**src/rtl/ptu_pkg.sv**
```systemverilog
package ptu_pkg;

   typedef enum logic [1:0] {
      POL_LOW_FALL  = 2'b00,
      POL_HIGH_RISE = 2'b01,
      POL_BOTH_EDGE = 2'b10,
      POL_NONE      = 2'b11
   } pol_code_e;

   // Event decode for one pin: level or edge, with polarity code.
   function automatic logic pol_event(input logic      level_mode,
                                      input pol_code_e code,
                                      input logic      cur,
                                      input logic      prv,
                                      input logic      prv_valid);
      logic rise;
      logic fall;
      rise = prv_valid & cur & ~prv;
      fall = prv_valid & ~cur & prv;
      if (level_mode) begin
         case (code)
            POL_LOW_FALL:  return ~cur;
            POL_HIGH_RISE: return cur;
            default:       return 1'b0;
         endcase
      end
      case (code)
         POL_LOW_FALL:  return fall;
         POL_HIGH_RISE: return rise;
         POL_BOTH_EDGE: return rise | fall;
         default:       return 1'b0;
      endcase
   endfunction

endpackage

```
**src/rtl/ptu_event_det.sv**
```systemverilog
module ptu_event_det
   import ptu_pkg::*;
(
   input  logic       clk,
   input  logic       rst_n,
   input  logic       pin,
   input  logic       level_mode,
   input  logic [1:0] code,
   output logic       evt
);

   logic prv_q;
   logic prv_valid_q;

   // Previous-level sample always follows the pin, independent of enable.
   always_ff @(posedge clk or negedge rst_n) begin
      if (!rst_n) begin
         prv_q       <= 1'b0;
         prv_valid_q <= 1'b0;
      end else begin
         prv_q       <= pin;
         prv_valid_q <= 1'b1;
      end
   end

   always_comb evt = pol_event(level_mode, pol_code_e'(code), pin, prv_q, prv_valid_q);

   // No event is reported for a reserved code in any mode.
   assert_rsvd_code_quiet_R5: assert property (@(posedge clk) disable iff (!rst_n)
      (code == 2'b11) |-> !evt);

   // An edge-mode event always follows a stable previous sample.
   assert_edge_needs_history_R11: assert property (@(posedge clk) disable iff (!rst_n)
      (evt && !level_mode) |-> prv_valid_q);

endmodule

```
**src/rtl/ptu_status.sv**
```systemverilog
module ptu_status (
   input  logic clk,
   input  logic rst_n,
   input  logic evt,
   input  logic en,
   input  logic clr,
   input  logic wake_ok,
   output logic irq_sts,
   output logic wake_sts
);

   logic hit;

   always_comb hit = evt & en;

   // Set has priority over the write-one-to-clear strobe.
   always_ff @(posedge clk or negedge rst_n) begin
      if (!rst_n) begin
         irq_sts  <= 1'b0;
         wake_sts <= 1'b0;
      end else begin
         if (hit)      irq_sts <= 1'b1;
         else if (clr) irq_sts <= 1'b0;

         if (hit && wake_ok) wake_sts <= 1'b1;
         else if (clr)       wake_sts <= 1'b0;
      end
   end

   assert_set_needs_enable_R8: assert property (@(posedge clk) disable iff (!rst_n)
      $rose(irq_sts) |-> $past(en));

   assert_clear_takes_R7: assert property (@(posedge clk) disable iff (!rst_n)
      (clr && !evt) |=> (!irq_sts && !wake_sts));

   assert_event_wins_clear_R7: assert property (@(posedge clk) disable iff (!rst_n)
      (clr && evt && en) |=> irq_sts);

   assert_sticky_hold_R12: assert property (@(posedge clk) disable iff (!rst_n)
      (irq_sts && !clr) |=> irq_sts);

   assert_wake_needs_state_R10: assert property (@(posedge clk) disable iff (!rst_n)
      $rose(wake_sts) |-> $past(wake_ok && evt));

endmodule

```
**src/rtl/pin_trigger_unit.sv**
```systemverilog
module pin_trigger_unit #(
   parameter int NUM_PINS    = 4,
   parameter int WAKE_STATES = 3,
   localparam int WS_W       = (WAKE_STATES > 0) ? WAKE_STATES : 1,
   localparam int PWR_W      = (WAKE_STATES > 0) ? $clog2(WAKE_STATES + 1) : 1
) (
   input  logic                     clk,
   input  logic                     rst_n,
   input  logic [NUM_PINS-1:0]      pin_level,
   input  logic [NUM_PINS-1:0]      irq_en,
   input  logic [NUM_PINS-1:0]      irq_unmask,
   input  logic [NUM_PINS-1:0]      lvl_mode,
   input  logic [2*NUM_PINS-1:0]    act_sel,
   input  logic [NUM_PINS*WS_W-1:0] wake_en,
   input  logic [PWR_W-1:0]         pwr_state,
   input  logic [NUM_PINS-1:0]      sts_clr,
   output logic [NUM_PINS-1:0]      irq_sts,
   output logic [NUM_PINS-1:0]      wake_sts,
   output logic [NUM_PINS-1:0]      pin_req,
   output logic                     sum_req
);

   // Elaboration-time parameter checks.
   if (NUM_PINS < 1 || NUM_PINS > 64) begin : g_bad_pins
      $error("pin_trigger_unit: NUM_PINS out of range");
   end
   if (WAKE_STATES < 0 || WAKE_STATES > 7) begin : g_bad_wake
      $error("pin_trigger_unit: WAKE_STATES out of range");
   end

   logic [WS_W-1:0] state_hot;

   if (WAKE_STATES > 0) begin : g_state_dec
      for (genvar s = 0; s < WAKE_STATES; s++) begin : g_st
         always_comb state_hot[s] = (pwr_state == PWR_W'(s + 1));
      end
   end else begin : g_no_state
      always_comb state_hot = '0;
   end

   for (genvar i = 0; i < NUM_PINS; i++) begin : g_pin
      logic evt;
      logic wake_ok;

      ptu_event_det u_det (
         .clk        (clk),
         .rst_n      (rst_n),
         .pin        (pin_level[i]),
         .level_mode (lvl_mode[i]),
         .code       (act_sel[2*i +: 2]),
         .evt        (evt)
      );

      if (WAKE_STATES > 0) begin : g_wake
         always_comb wake_ok = |(wake_en[i*WS_W +: WS_W] & state_hot);
      end else begin : g_nowake
         always_comb wake_ok = 1'b0;
      end

      ptu_status u_sts (
         .clk      (clk),
         .rst_n    (rst_n),
         .evt      (evt),
         .en       (irq_en[i]),
         .clr      (sts_clr[i]),
         .wake_ok  (wake_ok),
         .irq_sts  (irq_sts[i]),
         .wake_sts (wake_sts[i])
      );

      always_comb pin_req[i] = (irq_sts[i] & irq_en[i] & irq_unmask[i]) | wake_sts[i];
   end

   always_comb sum_req = |pin_req;

   assert_masked_silent_R9: assert property (@(posedge clk) disable iff (!rst_n)
      (wake_sts == '0 && (irq_sts & irq_en & irq_unmask) == '0) |-> !sum_req);

   assert_running_no_wake_R10: assert property (@(posedge clk) disable iff (!rst_n)
      ($past(pwr_state) == '0) |-> (($past(wake_sts) | ~wake_sts) == '1));

endmodule

```
**config.mk**
```make
export PLATFORM = sky130hd
export DESIGN_NAME = pin_trigger_unit
export DESIGN_NICKNAME = d
export VERILOG_FILES = /design/src/rtl/ptu_pkg.sv /design/src/rtl/ptu_event_det.sv /design/src/rtl/ptu_status.sv /design/src/rtl/pin_trigger_unit.sv
export SDC_FILE = /design/constraint.sdc
export NUM_CORES = 1
export LEC_CHECK = 0
export ABC_CLOCK_PERIOD_IN_PS = 1100
export BUFFER_PORTS_ARGS = -buffer_cell sky130_fd_sc_hd__buf_2
export CAP_MARGIN = 30
export CORE_MARGIN = 5
export CORE_UTILIZATION = 40
export CTS_BUF_LIST = sky130_fd_sc_hd__clkbuf_2
export DETAILED_ROUTE_END_ITERATION = 6
export PLACE_DENSITY = 0.78
export SLEW_MARGIN = 20
export SYNTH_ARGS = -nofsm -noshare
export SYNTH_HDL_FRONTEND = slang
export SYNTH_HIERARCHICAL = 1
export SYNTH_SLANG_ARGS = --single-unit
```
**constraint.sdc**
```tcl
create_clock -name clk -period 1.1 [get_ports clk]
set_input_delay 0.165 -clock clk [delete_from_list [all_inputs] [get_ports clk]]
set_output_delay 0.165 -clock clk [all_outputs]
set_load 0.005 [all_outputs]
```
==> impl_results.md <==
* Antenna viol nets, final at 0
* Post-synth top cells: dfrtp_1 (16), inv_1 (12), and4bb_1 (8), nand2_1 (8)
* Max Slew Vio Count at 0
* Vias per cell at about 5.2
* CTS tree: built
* FF-to-FF setup slack at -0.11 ns
* Die Ht at 58.2 um
* Cell variety after synth at 18
* Remaining Overflow, GRT at 0
* Fillcell total at 193
* NumNets Final at between 200 and 250
* Ys Warns at 6
* CTS buffer count at 3
* Detailed Route Iter0 Violations at 9
* Minimum clock period at 1.75 ns
* Core footprint at 2210 sq um
* Fin worst setup slack at -0.648 ns
* Area leader, netlist: dfrtp_1
* Clk_skew at about 0.0097 ns
* Pwr dens at about 900 nW/um^2
* Rows at 17
* Inserted Diodes at 0
* Tcrit/Tclk final at 159%
* Io pins at 57
* Worst-case reg-to-reg path depth at 5
* Die width at 58.2 um
* Die area at approximately 3400 sq um
* Combined flip-flop and latch cell area at around 400 sq um
* WL/cell at 14.5 um
* Worst endpoint required time at ~0.94 ns
* Most common flop cell mapped by yosys: dfrtp_1
* Initial antenna violation count at 0
* CTS Buffer Depth at 2
* Hpwl dp at 2280 um
* Fmax at 572 MHz
* CP Data Arrival Time at 1.58 ns
* Synthesis-stage register bit count at 16
* Pleak at roughly 0.00075 uW
* Endpoints failing hold at 0
* Multi-input gate area in the final layout at 527 sq um
* Maximum VDD drop at 0.915 mV
* Most numerous cell in the Yosys netlist: dfrtp_1
* Worst R2R End: g_pin[1].u_sts/wake_sts
* Largest cells by area after synthesis: dfrtp_1 (43%), and4bb_1 (11%), a211oi_2 (5.4%)
* Hold_sp: pin_level[2]
* DRT Wirelength at roughly 2700 um
* Ratio of cells with drive above 1 in the final layout at 55.6%
* CP Launch Type: flop
* Hold Crit Class: in -> reg
* Buffers on Ports at 56
* Seq/Total Area, Yosys at 43.1%
* Clock root cell: clkbuf_2
* Cell-internal power at 938 uW
* Area grow syn2layout at 56.8%
* Average size of a mapped cell at ~10 sq um
* Clock transition at path regs at 0.16 ns
* Switching Fraction at 28.6%
* # H-tree levels at 1
* Number of clock sinks at 16
* Vias at 987
* CP Capture Type: primary output
* Setup_tns at -2.07 ns
* Non-filler cells in the finished layout at 190
* RSZ-0062 raised after global routing: yes
* Synth top area share at 43.1%
* Initial Utilization at between 40% and 50%
* Post-synth EDFFs at 0
* Status: complete, but fails checks
* Cells after synthesis at 90
* All-Layer GR Usage at 16.1%
* R2R Path Start: g_pin[1].u_det/prv_valid_q
* Clock power share at 19.7%
* Max-cap viol count at 0
* Drc violations at 0
* Sw Pwr at approximately 380 uW
* Clk Latency, worst-skew pair at between 0.2 and 0.3 ns
* Sequential share of power at 49.4%
* Failing checks: setup timing
* Global-route wire length before repair at 4300 um
* Hold Path End: g_pin[2].u_det/prv_q
* Ys async rst share at 100%
* CP max FO at 2
* Number of global-route vias before repair at 1048
* WS Path Type: reg -> out
* Final setup fails at 16
* Hold depth at 1
* Pin count of the biggest net entering global routing at 17
* Length of the first detailed-routing pass in iterations at 4
* Comb power frac at 30.9%
* Total placed cells including tap cells at 179
* Synthesized Nets at between 100 and 150
* Final Wtd Congestion at 0.812
* Mapped cell area at slightly above 900 sq um
## kinds of logic (layout without fill, tap and decap cells)
family | Yosys count | in the layout | synth area share (%)
compound gates | 28 | 28 | 24.8
buf+inv | 12 | 84 | 4.84
flops | 16 | 16 | 43.1
mux | 4 | 4 | 4.84
other cells | 4 | 4 | 1.61
simple gates | 26 | 26 | 20.9
## worst max path at each step
stage	startpoint	endpoint	slack, ns	cells past startpoint
final	g_pin[1].u_sts/irq_sts	sum_req	-0.65	3
after global routing	g_pin[1].u_sts/wake_sts	sum_req	-0.68	3
after CTS	g_pin[3].u_sts/wake_sts	sum_req	-0.65	3
after detailed placement	g_pin[2].u_sts/wake_sts	sum_req	-0.32	3
after global placement	g_pin[2].u_sts/wake_sts	sum_req	-0.27	3
after floorplan	g_pin[1].u_sts/wake_sts	sum_req	-0.19	2
## per-layer routing
metal  part of all wire, %  GRT usage (%)  wire length (um)  vias up
li1                      -              -                 -      475
met1                    35           16.6               967      474
met2                    56           30.5              1530       34
met3                   7.3           4.01               201        4
met4                   1.5           6.95                42        0
met5                     0              0                 0        -
## worst max-delay path: stages (launching register included)
cell and delay [ns]:
dfrtp_1 0.43, a31o_2 0.22, or4_4 0.54, buf_6 0.13
## state kept, by name, summed over array words and instances (netlist names)
signal	count
g_pin.u_sts/wake_sts	4
g_pin.u_sts/irq_sts	4
g_pin.u_det/prv_q	4
g_pin.u_det/prv_valid_q	4
## layout make-up
cell class,count,area share [%]
Timing Repair Buffer,68,29.6
Clock inverter,1,0.258
Clock buffer,3,1.03
Tap cell,28,2.40
Inverter,12,3.09
Sequential cell,16,27.5
Multi-Input combinational cell,62,36.1
## power groups by stage
stage               sequential, uW  combinational [uW]  clock (uW)
finish                         648                 406         259
global placement               654                 322           0
global route                   654                 443         282
detailed placement             658                 335           0
CTS                            646                 354         265
floorplan                      657                 132           0
## stage by stage
stage / area [sq um] / utilization (%) / power (uW) / hold WS, ns / setup WS (ns)
6_report: 1460 / 65.9 / 1310 / 0.0345 / -0.648
5_1_grt: 1460 / 65.9 / 1380 / 0.0278 / -0.685
3_3_place_gp: 1310 / 59.3 / 976 / 0.0962 / -0.267
2_1_floorplan: 960 / - / 789 / -0.131 / -0.186
3_5_place_dp: 1310 / 59.3 / 993 / 0.0940 / -0.323
4_1_cts: 1370 / 62.0 / 1260 / 0.0268 / -0.649
## layout by cell type (no fill, tap or decap), types with 7 or more instances in the layout
master | synthesis | layout
buf_6 | 0 | 11
nand2_1 | 8 | 8
buf_4 | 0 | 7
dfrtp_1 | 16 | 16
buf_2 | 0 | 49
inv_1 | 12 | 12
and4bb_1 | 8 | 8
## what timing repair did
action / CTS / global route
pin swaps: 12 / 3
gates resized for setup: 3 / 10
setup buffers: 2 / 5
setup endpoints to repair: 17 / 19
hold buffers: 1 / 0
hold endpoints to repair: 16 / 0
gates cloned: 0 / 0
Note: power is estimated with default switching activity, not from simulation.
